===== src/rtl/dram_rf_pkg.sv =====
package dram_rf_pkg;

  typedef enum logic [1:0] {
    SQ_IDLE,
    SQ_LEAD,
    SQ_ACT,
    SQ_PRE
  } seq_state_t;

  typedef enum logic [1:0] {
    PH_PWRUP,
    PH_INIT,
    PH_RUN
  } phase_t;

  // whole clock cycles covering a duration in nanoseconds (rounded up)
  function automatic int unsigned ns_to_cycles(input int unsigned ns,
                                               input int unsigned period_ps);
    return (ns * 1000 + period_ps - 1) / period_ps;
  endfunction

  function automatic int unsigned at_least_one(input int unsigned v);
    return (v == 0) ? 1 : v;
  endfunction

  function automatic int unsigned max2(input int unsigned a, input int unsigned b);
    return (a > b) ? a : b;
  endfunction

endpackage


===== src/rtl/rf_interval.sv =====
module rf_interval #(
  parameter int unsigned PERIOD = 4
) (
  input  logic clk,
  input  logic rst_n,
  input  logic en,
  output logic tick
);
  localparam int unsigned CW = $clog2(PERIOD + 1);

  logic [CW-1:0] cnt_q;

  assign tick = en && (cnt_q == CW'(PERIOD - 1));

  always_ff @(posedge clk or negedge rst_n) begin
    if (!rst_n) begin
      cnt_q <= '0;
    end else if (!en || tick) begin
      cnt_q <= '0;
    end else begin
      cnt_q <= cnt_q + 1'b1;
    end
  end
endmodule


===== src/rtl/rf_pending.sv =====
module rf_pending #(
  parameter int unsigned MAX_PEND = 8,
  parameter int unsigned PEND_W   = $clog2(MAX_PEND + 1)
) (
  input  logic              clk,
  input  logic              rst_n,
  input  logic              inc,
  input  logic              dec,
  output logic [PEND_W-1:0] count,
  output logic              nonzero
);
  logic [PEND_W-1:0] cnt_q;
  logic              at_max;
  logic              do_inc;
  logic              do_dec;

  assign at_max  = (cnt_q == PEND_W'(MAX_PEND));
  assign nonzero = (cnt_q != '0);
  assign do_inc  = inc && !at_max;
  assign do_dec  = dec && nonzero;
  assign count   = cnt_q;

  always_ff @(posedge clk or negedge rst_n) begin
    if (!rst_n) begin
      cnt_q <= '0;
    end else if (do_inc && !do_dec) begin
      cnt_q <= cnt_q + 1'b1;
    end else if (do_dec && !do_inc) begin
      cnt_q <= cnt_q - 1'b1;
    end
  end
endmodule


===== src/rtl/rf_strobe_fsm.sv =====
module rf_strobe_fsm
  import dram_rf_pkg::*;
#(
  parameter bit          RAS_ONLY = 1'b0,
  parameter int unsigned L_LEAD   = 1,
  parameter int unsigned L_ACT    = 8,
  parameter int unsigned L_CHR    = 2,
  parameter int unsigned L_PRE    = 5
) (
  input  logic clk,
  input  logic rst_n,
  input  logic start,
  output logic idle,
  output logic done,
  output logic own,
  output logic ras_n,
  output logic cas_n,
  output logic we_n
);
  localparam int unsigned L_MAX = max2(max2(L_LEAD, L_ACT), max2(L_PRE, L_CHR));
  localparam int unsigned CW    = $clog2(L_MAX + 1);

  seq_state_t    st_q;
  logic [CW-1:0] cnt_q;
  logic          phase_end;

  always_comb begin
    case (st_q)
      SQ_LEAD: phase_end = (cnt_q == CW'(L_LEAD - 1));
      SQ_ACT:  phase_end = (cnt_q == CW'(L_ACT - 1));
      SQ_PRE:  phase_end = (cnt_q == CW'(L_PRE - 1));
      default: phase_end = 1'b0;
    endcase
  end

  always_ff @(posedge clk or negedge rst_n) begin
    if (!rst_n) begin
      st_q  <= SQ_IDLE;
      cnt_q <= '0;
    end else begin
      case (st_q)
        SQ_IDLE: begin
          cnt_q <= '0;
          if (start) st_q <= SQ_LEAD;
        end
        SQ_LEAD, SQ_ACT, SQ_PRE: begin
          if (phase_end) begin
            cnt_q <= '0;
            case (st_q)
              SQ_LEAD: st_q <= SQ_ACT;
              SQ_ACT:  st_q <= SQ_PRE;
              default: st_q <= SQ_IDLE;
            endcase
          end else begin
            cnt_q <= cnt_q + 1'b1;
          end
        end
        default: st_q <= SQ_IDLE;
      endcase
    end
  end

  assign idle  = (st_q == SQ_IDLE);
  assign own   = !idle;
  assign done  = (st_q == SQ_PRE) && phase_end;
  assign ras_n = (st_q != SQ_ACT);
  // WE stays high in every refresh cycle so a CAS-first cycle never starts test mode
  assign we_n  = 1'b1;

  generate
    if (RAS_ONLY) begin : g_ras_only
      assign cas_n = 1'b1;
    end else begin : g_cbr
      assign cas_n = !((st_q == SQ_LEAD) ||
                       ((st_q == SQ_ACT) && (cnt_q < CW'(L_CHR))));
    end
  endgenerate
endmodule


===== src/rtl/dram_refresh_seq.sv =====
module dram_refresh_seq
  import dram_rf_pkg::*;
#(
  parameter int unsigned CLK_PERIOD_PS = 8000,
  parameter int unsigned ROW_W         = 11,
  parameter bit          RAS_ONLY      = 1'b0,
  parameter int unsigned POWERUP_NS    = 200000,
  parameter int unsigned INIT_CYCLES   = 8,
  parameter int unsigned INTERVAL_NS   = 15600,
  parameter int unsigned MAX_PEND      = 8,
  parameter int unsigned T_CSR_NS      = 5,
  parameter int unsigned T_CHR_NS      = 10,
  parameter int unsigned T_RAS_NS      = 60,
  parameter int unsigned T_RP_NS       = 40,
  parameter int unsigned T_RPC_NS      = 5,
  parameter int unsigned T_ASR_NS      = 0,
  parameter int unsigned T_RAH_NS      = 10
) (
  input  logic             clk,
  input  logic             rst_n,
  input  logic             ref_gnt,
  output logic             ref_req,
  output logic             ref_done,
  output logic             init_done,
  output logic             strobe_own,
  output logic             ras_n,
  output logic             cas_n,
  output logic             we_n,
  output logic [ROW_W-1:0] row_addr
);
  // every duration rounded up to whole clock cycles
  localparam int unsigned PU_CYC  = at_least_one(ns_to_cycles(POWERUP_NS, CLK_PERIOD_PS));
  localparam int unsigned IV_CYC  = at_least_one(ns_to_cycles(INTERVAL_NS, CLK_PERIOD_PS));
  localparam int unsigned C_CSR   = at_least_one(ns_to_cycles(T_CSR_NS, CLK_PERIOD_PS));
  localparam int unsigned C_ASR   = at_least_one(ns_to_cycles(T_ASR_NS, CLK_PERIOD_PS));
  localparam int unsigned C_CHR   = at_least_one(ns_to_cycles(T_CHR_NS, CLK_PERIOD_PS));
  localparam int unsigned C_RAH   = at_least_one(ns_to_cycles(T_RAH_NS, CLK_PERIOD_PS));
  localparam int unsigned C_RAS   = at_least_one(ns_to_cycles(T_RAS_NS, CLK_PERIOD_PS));
  localparam int unsigned C_RP    = at_least_one(ns_to_cycles(T_RP_NS, CLK_PERIOD_PS));
  localparam int unsigned C_RPC   = ns_to_cycles(T_RPC_NS, CLK_PERIOD_PS);
  localparam int unsigned L_LEAD  = RAS_ONLY ? C_ASR : C_CSR;
  localparam int unsigned L_ACT   = max2(C_RAS, RAS_ONLY ? C_RAH : C_CHR);
  localparam int unsigned L_PRE   = max2(C_RP, C_RPC);
  localparam int unsigned PEND_W  = $clog2(MAX_PEND + 1);
  localparam int unsigned INIT_W  = $clog2(INIT_CYCLES + 1);

  phase_t             phase_q;
  logic [INIT_W-1:0]  init_cnt_q;
  logic [PEND_W-1:0]  pend_cnt;
  logic               pu_tick;
  logic               iv_tick;
  logic               in_pwrup;
  logic               run;
  logic               seq_idle;
  logic               seq_done;
  logic               seq_start;
  logic               init_start;
  logic               host_start;
  logic               pend_nz;

  assign in_pwrup   = (phase_q == PH_PWRUP);
  assign run        = (phase_q == PH_RUN);
  assign init_start = (phase_q == PH_INIT) && seq_idle;
  assign host_start = run && seq_idle && pend_nz && ref_gnt;
  assign seq_start  = init_start || host_start;

  rf_interval #(.PERIOD(PU_CYC)) u_pwrup_timer (
    .clk  (clk),
    .rst_n(rst_n),
    .en   (in_pwrup),
    .tick (pu_tick)
  );

  rf_interval #(.PERIOD(IV_CYC)) u_refresh_timer (
    .clk  (clk),
    .rst_n(rst_n),
    .en   (run),
    .tick (iv_tick)
  );

  rf_pending #(.MAX_PEND(MAX_PEND), .PEND_W(PEND_W)) u_pending (
    .clk    (clk),
    .rst_n  (rst_n),
    .inc    (iv_tick),
    .dec    (host_start),
    .count  (pend_cnt),
    .nonzero(pend_nz)
  );

  rf_strobe_fsm #(
    .RAS_ONLY(RAS_ONLY),
    .L_LEAD  (L_LEAD),
    .L_ACT   (L_ACT),
    .L_CHR   (C_CHR),
    .L_PRE   (L_PRE)
  ) u_strobes (
    .clk  (clk),
    .rst_n(rst_n),
    .start(seq_start),
    .idle (seq_idle),
    .done (seq_done),
    .own  (strobe_own),
    .ras_n(ras_n),
    .cas_n(cas_n),
    .we_n (we_n)
  );

  always_ff @(posedge clk or negedge rst_n) begin
    if (!rst_n) begin
      phase_q    <= PH_PWRUP;
      init_cnt_q <= '0;
    end else begin
      case (phase_q)
        PH_PWRUP: if (pu_tick) phase_q <= PH_INIT;
        PH_INIT: begin
          if (seq_done) begin
            init_cnt_q <= init_cnt_q + 1'b1;
            if (init_cnt_q == INIT_W'(INIT_CYCLES - 1)) phase_q <= PH_RUN;
          end
        end
        default: phase_q <= PH_RUN;
      endcase
    end
  end

  assign ref_req   = run && seq_idle && pend_nz;
  assign ref_done  = run && seq_done;
  assign init_done = run;

  generate
    if (RAS_ONLY) begin : g_row_counter
      logic [ROW_W-1:0] row_q;
      always_ff @(posedge clk or negedge rst_n) begin
        if (!rst_n)        row_q <= '0;
        else if (seq_done) row_q <= row_q + 1'b1;
      end
      assign row_addr = row_q;
    end else begin : g_no_row
      assign row_addr = '0;
    end
  endgenerate
endmodule


===== config.mk =====
export PLATFORM = sky130hd
export DESIGN_NAME = dram_refresh_seq
export DESIGN_NICKNAME = d
export VERILOG_FILES = /design/src/rtl/dram_rf_pkg.sv /design/src/rtl/rf_interval.sv /design/src/rtl/rf_pending.sv /design/src/rtl/rf_strobe_fsm.sv /design/src/rtl/dram_refresh_seq.sv
export SDC_FILE = /design/constraint.sdc
export NUM_CORES = 1
export LEC_CHECK = 0
export ABC_AREA = 1
export CAP_MARGIN = 30
export CORE_UTILIZATION = 45
export CTS_CLUSTER_DIAMETER = 120
export DETAILED_ROUTE_END_ITERATION = 8
export PLACE_DENSITY = 0.67
export REMOVE_ABC_BUFFERS = 1
export SLEW_MARGIN = 15
export SYNTH_ARGS = -nofsm -noshare
export SYNTH_HDL_FRONTEND = slang
export SYNTH_SLANG_ARGS = --single-unit

===== constraint.sdc =====
create_clock -name clk -period 4.2 [get_ports clk]
set_clock_uncertainty 0.05 [all_clocks]
set_input_delay 0.63 -clock clk [delete_from_list [all_inputs] [get_ports clk]]
set_output_delay 0.63 -clock clk [all_outputs]
set_load 0.01 [all_outputs]

# == Word level (Yosys, flattened, before mapping) ==
# Cells that the tools add are included.
# word_totals
ff_bits,42
wordCells,79
# op_classes
reduce_logical,33
magnitude_cmp,1
n_eq_ne,17
n_addsub,6
mux,15
# op_table
cell,n
$add A15 B1 Y15 const B,1
$eq A15 B15 Y1 const B,1
$mux W15,1
$logic_and A1 B1 Y1,13
$add A4 B1 Y4 const B,3
$eq A4 B3 Y1 const B,3
$mux W4,3
$pmux W2 S2,3
$add A11 B1 Y11 const B,1
$eq A11 B11 Y1 const B,1
$mux W11,1
$mux W2,5
$pmux W4 S2,1
$logic_not A1 Y1,7
$eq A2 B2 Y1 const B,3
$ne A2 B1 Y1 const B,3
$ne A2 B2 Y1 const B,3
$eq A2 B1 Y1 const B,2
$eq A4 B4 Y1 const B,1
$logic_not A2 Y1,2
$logic_not A4 Y1,1
$logic_or A1 B1 Y1,4
$lt A4 B2 Y1 const B,1
$reduce_and A2 Y1,2
6 further kinds,6

# == Depth between registers and ports, before layout ==
# Gate-level depths: netlist of run 1.
# logic_depth
depth_word,8
mapped_depth,14

# == Hierarchy ==
# A second synthesis of run 1 with hierarchy kept.
# unflattened
hier_cells,357
hier_area_um2,2707.6
# modules_own_cells
mod,area_each_um2,instances,cells_per_inst
rf_interval (u_pwrup_timer),909.6,1,126
rf_interval (u_refresh_timer),610.6,1,79
rf_strobe_fsm,457.9,1,55
dram_refresh_seq,424.2,1,56
rf_pending,305.3,1,41

# == Least setup slack after synthesis of run 1 ==
# No wires, ideal clock.
# synth_timing
path_kind,register to register
startpoint,register u_refresh_timer.cnt_q[1]
endpoint,register u_pending.cnt_q[3] (netlist: u_pending.count[3])
setup_ps,121
arrival_ps,2201
required_ps,4029
stages_incl_launch_ff,15
setup_slack_ps,1828
cell_sequence,dfrtp_1 > inv_1 > ha_1 > nand4_1 > or3_1 > nor2_1 > ha_1 > inv_1 > ha_1 > a21oi_1 > nand2_1 > a21oi_1 > o21ai_0 > nand2_1 > nand2_1
# synth_between
elab_chain_cells,6
# synth_lines
element,line_no,text
"start, declared",rf_interval.sv:11,logic [CW-1:0] cnt_q;
"start signal, assigned",rf_interval.sv:21,cnt_q <= cnt_q + 1'b1;
$eq A11 B11 Y1 (*),rf_interval.sv:13,assign tick = en && (cnt_q == CW'(PERIOD - 1));
$logic_and A1 B1 Y1 (*),rf_interval.sv:13,
$logic_and A1 B1 Y1 (*),rf_pending.sv:19,assign do_inc = inc && !at_max;
$logic_not A1 Y1,rf_pending.sv:28,end else if (do_dec && !do_inc) begin
$logic_and A1 B1 Y1,rf_pending.sv:28,
$reduce_bool A2 Y1 (no source line),n/a,
"end signal, assigned",rf_pending.sv:27,cnt_q <= cnt_q + 1'b1;
"end signal, assigned",rf_pending.sv:29,cnt_q <= cnt_q - 1'b1;
"end, declared",rf_pending.sv:12,logic [PEND_W-1:0] cnt_q;
# Mark *: on every way between the ends. The rest lies on a longest branch, timed or not.
# A chain may end at the register's enable or synchronous reset.

# == Worst setup path in the final report of run 1 ==
# layout_timing
startpoint,register u_strobes.st_q[0]
endpoint,output ref_done
# layout_between
elab_chain_cells,4
# layout_lines
element,line_no,text
"start, declared",rf_strobe_fsm.sv:23,seq_state_t st_q;
"start signal, assigned",rf_strobe_fsm.sv:38,st_q <= SQ_IDLE;
"start signal, assigned",rf_strobe_fsm.sv:44,if (start) st_q <= SQ_LEAD;
"start signal, assigned",rf_strobe_fsm.sv:50,SQ_LEAD: st_q <= SQ_ACT;
"$eq A2 B2 Y1, or another cell as far along","rf_strobe_fsm.sv:28, rf_strobe_fsm.sv:65",
$pmux W1 S3,rf_strobe_fsm.sv:28,case (st_q)
$logic_and A1 B1 Y1 (*),rf_strobe_fsm.sv:65,assign done = (st_q == SQ_PRE) && phase_end;
$logic_and A1 B1 Y1 (*),dram_refresh_seq.sv:127,assign ref_done = run && seq_done;
"end, declared",dram_refresh_seq.sv:23,"output logic ref_done,"
# Marks and branches as above.

==> results.txt, run 1 <==
* Post-Syn Instances: just under 300
* Floorplan row count: 26
* Power density normalized to cell area: between 200 and 300 mW/mm^2
- First-pass GRT wire length: 8.09 mm
* Dominant combinational cell family by area after synthesis: simple AND/OR/NAND/NOR gates
* LEAKAGE: 1.23 nW
- Across the run, the number of max-cap violations was 0.
- Fraction of the mapped netlist area in compound gates: under 10%
- Post-synthesis share of cell area spent on and, or, nand and nor gates: between 20 and 30%
- At the worst endpoint, the required time is ~3.5 ns.
- Register clock-pin slew on the reported worst setup and hold paths: around 0.080 ns
- Clock buffers created by TritonCTS: 5
- In this run, synthesis inferred 0 flip-flops with an integrated enable.
- Counting instances in the post-synthesis netlist gives the leading cell types as nand2_1 (54), dfrtp_1 (42), nor2_1 (40).
- Synth-to-layout area growth: 8.80%
- For this design, the CTS-stage hold fixing added 0 buffers.
- Number of resized instances in the post-cts repair step: 0
- The finished cells cover 0.00268 mm^2.
- Setup violations remaining at the end of the flow were counted as 0.
- Instance area after placement: ~0.0025 mm^2
- Summing the sequential cell areas from Yosys gives a little over two fifths of the chip area.
- The critical path is of the reg2out type.
- The Yosys step of the flow raised 0 warnings.
- Global routing finished with a remaining overflow of 0.
* H-tree depth: 2
- Highest net fanout along the worst path: 4
- Synthesized-area fraction occupied by adder cells: 7.93%
* Width of the die: around 76 um
- The die covers between 0.005 and 0.006 mm^2.
* Via density: ~4.9
- The core region is ~0.0052 mm^2.
- Max-slew violation count: 0
- Dividing the synthesized area by the synthesized cell count gives a little over 8 um^2.
- Mux contribution to synthesized area: less than 1%
- Number of antenna cells inserted: 0
- In the global route stage, overall resource usage came out at between 15 and 20%.
- Number of design-rule violations left by the first detailed-router iteration: around 110
- The via count of the first global-routing pass came to ~1800.
- Of the available clock period, the critical path in the final layout requires between 60% and 70%.
- In the synthesized netlist the async set-or-reset flop fraction comes to 100%.
- Vias: roughly 1800
- The number of hold violations in the final report was 0.
- Arrival time worst endpoint: around 2.2 ns
- During placement, the flow inserted port buffers numbering 8.
- Largest area contributor in the netlist: dfrtp_1
* Tightest Hold Check Type: in2async
- Setup repair after global routing left no endpoint under its margin.
- Dominant cells by area after synthesis: dfrtp_1 (43%), nand2_1 (8.2%), ha_1 (7.1%)
- The flow ran to the end, and the final reports show no timing, DRC or antenna violations.
* Leading cell type by number of instances after synthesis: nand2_1
- After detailed routing, the number of remaining DRC violations is 0.
* Fraction of final layout cells sized beyond drive strength 1: a little under 8%
- Share of the synthesized netlist area taken by xor and xnor gates: 6.41%
* Die outline height: between 70 and 80 um
- Post-synthesis sequential element count: 42
- Layout net count: 326
- Detailed placement ended at an HPWL of 3.09 mm.
- Number of setup buffers added after CTS: 0
- At the later pin of the worst-skew pair, clock insertion delay measures 0.29 ns.
* Peak ir drop on the vdd network: around 0.00016 V
- The worst setup path is launched from a flip-flop.
- Worst slack at placement: ~1.6 ns
- Of the post-synthesis cell area, the dominant cell type holds approximately 43%.
- Cell at the root of the clock tree: clkbuf_8
- Boundary Pins: 21
- The first detailed-routing pass ran for 4 iterations.
- CTS saw between 40 and 50 sinks.
- For this run, the leading register cell type out of synthesis is dfrtp_1.
- The initial antenna violation count was 0.
- Register-to-Register Path Depth: 14
- Number of distinct standard cells referenced by the synthesized netlist: 31
- For this configuration, the core starts out at a cell density of between 40 and 50%.
- The clock passes through at most 2 buffers.
- After layout, the worst setup slack is about 1.3 ns.
* CTS tree: done
* Detailed-route wire length: between 4 and 5 mm
- Endpoint class of the critical path: primary output
- The synthesized netlist occupies a cell area of 0.00246 mm^2.
- GPL Wtd Cong: around 0.87
- Per-cell routed wire length: 11.3 um
- Timing would allow up to ~350 MHz.
* Pin count of the biggest net entering global routing: between 40 and 50
- In this run the remaining antenna-violating nets after routing total 0.
* Total Negative Setup Slacks: 0 ns
- The worst path needs roughly 2.9 ns of the cycle, external delays included.
## routing by layer
layer | share of wire [%] | GRT usage (%)
met3 | 3.3 | 3.25
met1 | 49 | 22.8
met5 | 0 | 0
met4 | 0.79 | 5.38
met2 | 47 | 28.3
## placed cells by master, fill, tap and decap left out, types with 3 or more instances in the layout
| cell type | instances |
|---|---|
| xor2_1 | 11 |
| inv_1 | 31 |
| clkbuf_8 | 5 |
| nor2_1 | 40 |
| inv_2 | 3 |
| nand4_1 | 10 |
| nor2_2 | 5 |
| a21oi_1 | 5 |
| xnor2_1 | 7 |
| ha_1 | 14 |
| nor3_1 | 10 |
| dfrtp_1 | 42 |
| conb_1 | 12 |
| clkdlybuf4s50_1 | 7 |
| o21ai_0 | 5 |
| nand2_1 | 54 |
| nand3_1 | 26 |
## cell type report
| class | count | area, um^2 |
|---|---|---|
| Inverter | 34 | 128 |
| Sequential cell | 42 | 1050 |
| Fill cell | 492 | 2490 |
| Clock buffer | 6 | 72.6 |
| Clock inverter | 2 | 37.5 |
| Tap cell | 70 | 87.6 |
| Timing Repair Buffer | 9 | 95.1 |
| Multi-Input combinational cell | 216 | 1210 |
## worst max-delay path, stage by stage, from the launching register on
cell	delay, ns
dfrtp_1	0.43
inv_1	0.13
ha_1	0.20
nand3_1	0.08
nand2_1	0.06
nand3_1	0.06
nand2_1	0.12
nand3_1	0.10
nor3_1	0.15
clkdlybuf4s50_1	0.56
## cells by family after synthesis
family | after synthesis
and+or+nand+nor | 155
buffers and inverters | 49
adders and majority gates | 15
other | 2
AOI/OAI and AO/OA | 15
muxes | 1
DFF | 42
xor gates and xnor gates | 18
## where the power goes
part | switching [mW] | total, mW | internal [mW]
Combinational | 0.0130 | 0.0160 | 0.00303
Clock | 0.140 | 0.318 | 0.177
Sequential | 0 | 0.404 | 0.404
## stage by stage
step | power (mW) | utilization, % | hold WS (ns) | instances
global placement | 0.426 | 49.3 | 0.403 | 370
floorplan | 0.417 | - | 0.284 | 292
CTS | 0.746 | 51.4 | 0.420 | 378
detailed placement | 0.426 | 49.3 | 0.408 | 370
global route | 0.767 | 51.8 | 0.123 | 379
finish | 0.738 | 51.8 | 0.124 | 379
## flip-flops by register name, summed over array words and instances (netlist names)
signal                 cells
u_strobes.st_q             2
u_pending.count            4
init_cnt_q                 4
u_strobes.cnt_q            4
phase_q                    2
u_pwrup_timer.cnt_q       15
u_refresh_timer.cnt_q     11
## worst paths after layout
kind                                                    start                                 end  slack (ns)
hold / removal                                          rst_n  u_refresh_timer.cnt_q[6]$_DFF_PN0_        0.12
max in group asynchronous                               rst_n    u_pwrup_timer.cnt_q[9]$_DFF_PN0_        3.53
min in group clk             u_pwrup_timer.cnt_q[0]$_DFF_PN0_    u_pwrup_timer.cnt_q[0]$_DFF_PN0_        0.42
setup / recovery                u_strobes.st_q[0]$_DFFE_PN0P_                            ref_done        1.33
setup reg to reg           u_refresh_timer.cnt_q[1]$_DFF_PN0_      u_pending.count[3]$_DFFE_PN0P_        1.67
hold reg to reg              u_pwrup_timer.cnt_q[0]$_DFF_PN0_    u_pwrup_timer.cnt_q[0]$_DFF_PN0_        0.42
No activity file was read; power rests on OpenSTA's default activity.
==> run 2, diff against run 1 <==
PLACE_DENSITY = 0.69   (was 0.67)
clock period = 2.6 ns   (was 4.2 ns; I/O delays follow)
==> run 2 against run 1 <==
Clock power is 25% higher. Via count rose by 1.1%. Sequential power up 62%. Flip-flop and latch count unchanged. Worst hold slack improved by 0.29 ns. First-iteration DRC count down 43%. Global-route usage is 0.053 points higher. Worst setup slack worse by 1.2 ns. Die area unchanged. Routed wire length is 0.33% higher. Register-to-register slack got worse by 1.5 ns.
==> results.txt, run 2 (synthesized netlist as in run 1, its figures left out) <==
- Of the available clock period, the critical path in the final layout requires between 90% and 100%.
* Critical Path RT: approximately 2.7 ns
* Residual DRC: 0
- LEAKAGE: roughly 1.2 nW
* GPL Wtd Cong: about 0.85
- Kind of cell adding the most delay to the critical path: simple AND/OR/NAND/NOR gates
- Dividing the detail-routed wire length by the instance count gives roughly 11 um.
- The design draws around 1.1 mW.
* Placeable core area: around 0.0052 mm^2
- Summed over all layers, the routed wires come to 4.29 mm.
- The count of buffers added on input and output ports is 8.
- All-Layer GR Usage: between 15 and 20%
* Tmin final: 2.44 ns
- Critical-path cell list: inv_1 -> ha_1 -> nand4_1 -> or3_4 -> nor2_2 -> ha_1 -> inv_2 -> ha_4 -> a21oi_2 -> nand2_2 -> a21oi_2 -> o21ai_0 -> nand2_1 -> nand2_1
- Largest registers in the final layout: u_pwrup_timer.cnt_q: 15 flops, u_refresh_timer.cnt_q: 11 flops
* Final hold violation count: 0
- Cell at the root of the clock tree: clkbuf_8
- For this configuration, the core starts out at a cell density of a little under half.
* Register name with the most flops: u_pwrup_timer.cnt_q
- Total Negative Setup Slacks: 0 ns
* Boundary Pins: 21
* Uppermost signal routing layer after detailed routing: met4
- Across all setup checks in the final design, the least slack found is 0.163 ns.
- Via density: 4.87
- Peak ir drop on the vdd network: roughly 0.00035 V
- Wire segments on met3 add up to ~130 um in the final route.
* Total die area: slightly below 0.006 mm^2
- Critical Path Slowest Stage Cell: dfrtp_1
- After clock tree synthesis, the clock-pin slew on the worst setup and hold paths is ~0.08 ns.
- Most common library cell in the layout ignoring fill and taps: nand2_1
- Of all nets on the critical path, the largest fanout is 6.
- CP Class: reg2reg
* Pin count of the biggest net entering global routing: between 40 and 50
* Core occupancy in the finished layout: about 52%
- Flip-flop count of the largest register after layout: 15
- After global routing the overflow that remains totals 0.
- Highest attainable clock frequency: 410 MHz
- Number of design-rule violations left by the first detailed-router iteration: 65
- CTS sink count: 42
- Tightest Hold Check Type: reg2reg
* Die outline height: 76.0 um
* Half-perimeter wire length after placement: between 3 and 4 mm
- Clock buffers created by TritonCTS: 5
* Floorplan row count: 26
- At the placement stage, the worst setup path has a slack of -0.00416 ns.
- Detailed routing inserted a total of roughly 1900 vias.
- Max-slew violation count: 0
* H-tree depth: 2
- The longest clock path from root to sink contains 2 buffers.
- Layout net count: 330
- Delay contributed by the slowest stage of the critical path: 0.40 ns
- Met2 Routed Length: roughly 1.9 mm
- STA classifies the critical path startpoint as a flip-flop.
- Setup-violating endpoint count in the final report: 0
* Pre-antenna DRT Iters: 4
- The repair_antennas step left the layout with diodes totalling 0.
- Across all hold checks on the routed design, the worst slack comes to roughly 0.42 ns.
- Highest-count cells in the layout ignoring fill and taps: nand2_1 (53), dfrtp_1 (42), nor2_1 (39)
- Endpoint class of the critical path: flip-flop
- Power density normalized to cell area: between 300 and 400 mW/mm^2
- The critical path contains buffers and inverters numbering 2 combined.
* Width of the die: between 70 and 80 um
- Post-DRT Antenna Nets: 0
- The initial antenna violation count came to 0.
- TritonCTS built the clock tree.
- Worst-skew pair later-pin latency: approximately 0.30 ns
- Outcome: complete, no violations
- Across the run, the number of max-cap violations was 0.
* Vias in the first global route: approximately 1800
* First-pass GRT wire length: 7.90 mm
- Arrival time worst endpoint: 2.57 ns
- DRT met1 WL: between 2 and 2.5 mm
* Synth-to-layout area growth: 10.0%
- In the final layout, the share of cells above drive strength 1 is between 10 and 15%.
==> run 2: changes by cell type in the layout (fill, tap and decap cells not counted), sizes merged <==
| cell | previous run | this run |
|---|---|---|
| clkdlybuf4s50 | 7 | 6 |
| dlygate4sd3 | 0 | 1 |
| bufinv | 1 | 0 |
| buf | 2 | 5 |
| clkbuf | 6 | 5 |
| clkinv | 0 | 2 |
| clkinvlp | 1 | 0 |
| dlygate4sd2 | 0 | 1 |
==> run 2: worst paths after layout <==
| path | from | endpoint | slack (ns) | cells past startpoint |
|---|---|---|---|---|
| min reg2reg | u_pwrup_timer.cnt_q[0]$_DFF_PN0_ | u_pwrup_timer.cnt_q[0]$_DFF_PN0_ | 0.42 | 1 |
| max in group asynchronous | rst_n | u_refresh_timer.cnt_q[10]$_DFF_PN0_ | 1.62 | 3 |
| max reg2reg | u_refresh_timer.cnt_q[1]$_DFF_PN0_ | u_pending.count[3]$_DFFE_PN0P_ | 0.16 | 14 |
| min | u_pwrup_timer.cnt_q[0]$_DFF_PN0_ | u_pwrup_timer.cnt_q[0]$_DFF_PN0_ | 0.42 | 1 |
| max | u_refresh_timer.cnt_q[1]$_DFF_PN0_ | u_pending.count[3]$_DFFE_PN0P_ | 0.16 | 14 |
| min in group asynchronous | rst_n | u_pwrup_timer.cnt_q[3]$_DFF_PN0_ | 0.43 | 2 |
==> run 2: timing repair <==
| action | 4_1_cts | 5_1_grt |
|---|---|---|
| pin swaps | 0 | 2 |
| hold buffers | 0 | 1 |
| buffers inserted | 0 | 3 |
| setup endpoints to repair | 2 | 1 |
| resized for setup | 2 | 6 |
| endpoints found under the hold margin | 0 | 9 |
==> run 2: layer usage <==
metal  up-vias  GRT usage, %
met3         8          3.98
met2        34          28.6
met5         -             0
li1        957             -
met4         0          7.50
met1       861          21.4
==> run 2: through the flow <==
step	instance area, um^2	cells
floorplan	2380	292
global placement	2550	370
detailed placement	2550	370
CTS	2640	377
global route	2710	382
finish	2710	382
==> run 2: cell type report <==
cell class                      count  area, um^2
Fill cell                         479        2460
Multi-Input combinational cell    216        1240
Inverter                           34         128
Tap cell                           70        87.6
Clock inverter                      2        10.0
Sequential cell                    42        1050
Timing Repair Buffer               13         126
Clock buffer                        5        68.8
==> run 2: report_power, final <==
group          switching, mW  total [mW]  internal [mW]
Combinational         0.0210      0.0269        0.00588
Clock                  0.219       0.399          0.180
Sequential                 0       0.653          0.653
Total                  0.240        1.08          0.839
==> run 3, diff against run 2 <==
SKIP_LAST_GASP = 1   (was unset)
==> results of run 3 <==
No change in the layout: final DEF, timing and power equal those of run 2.
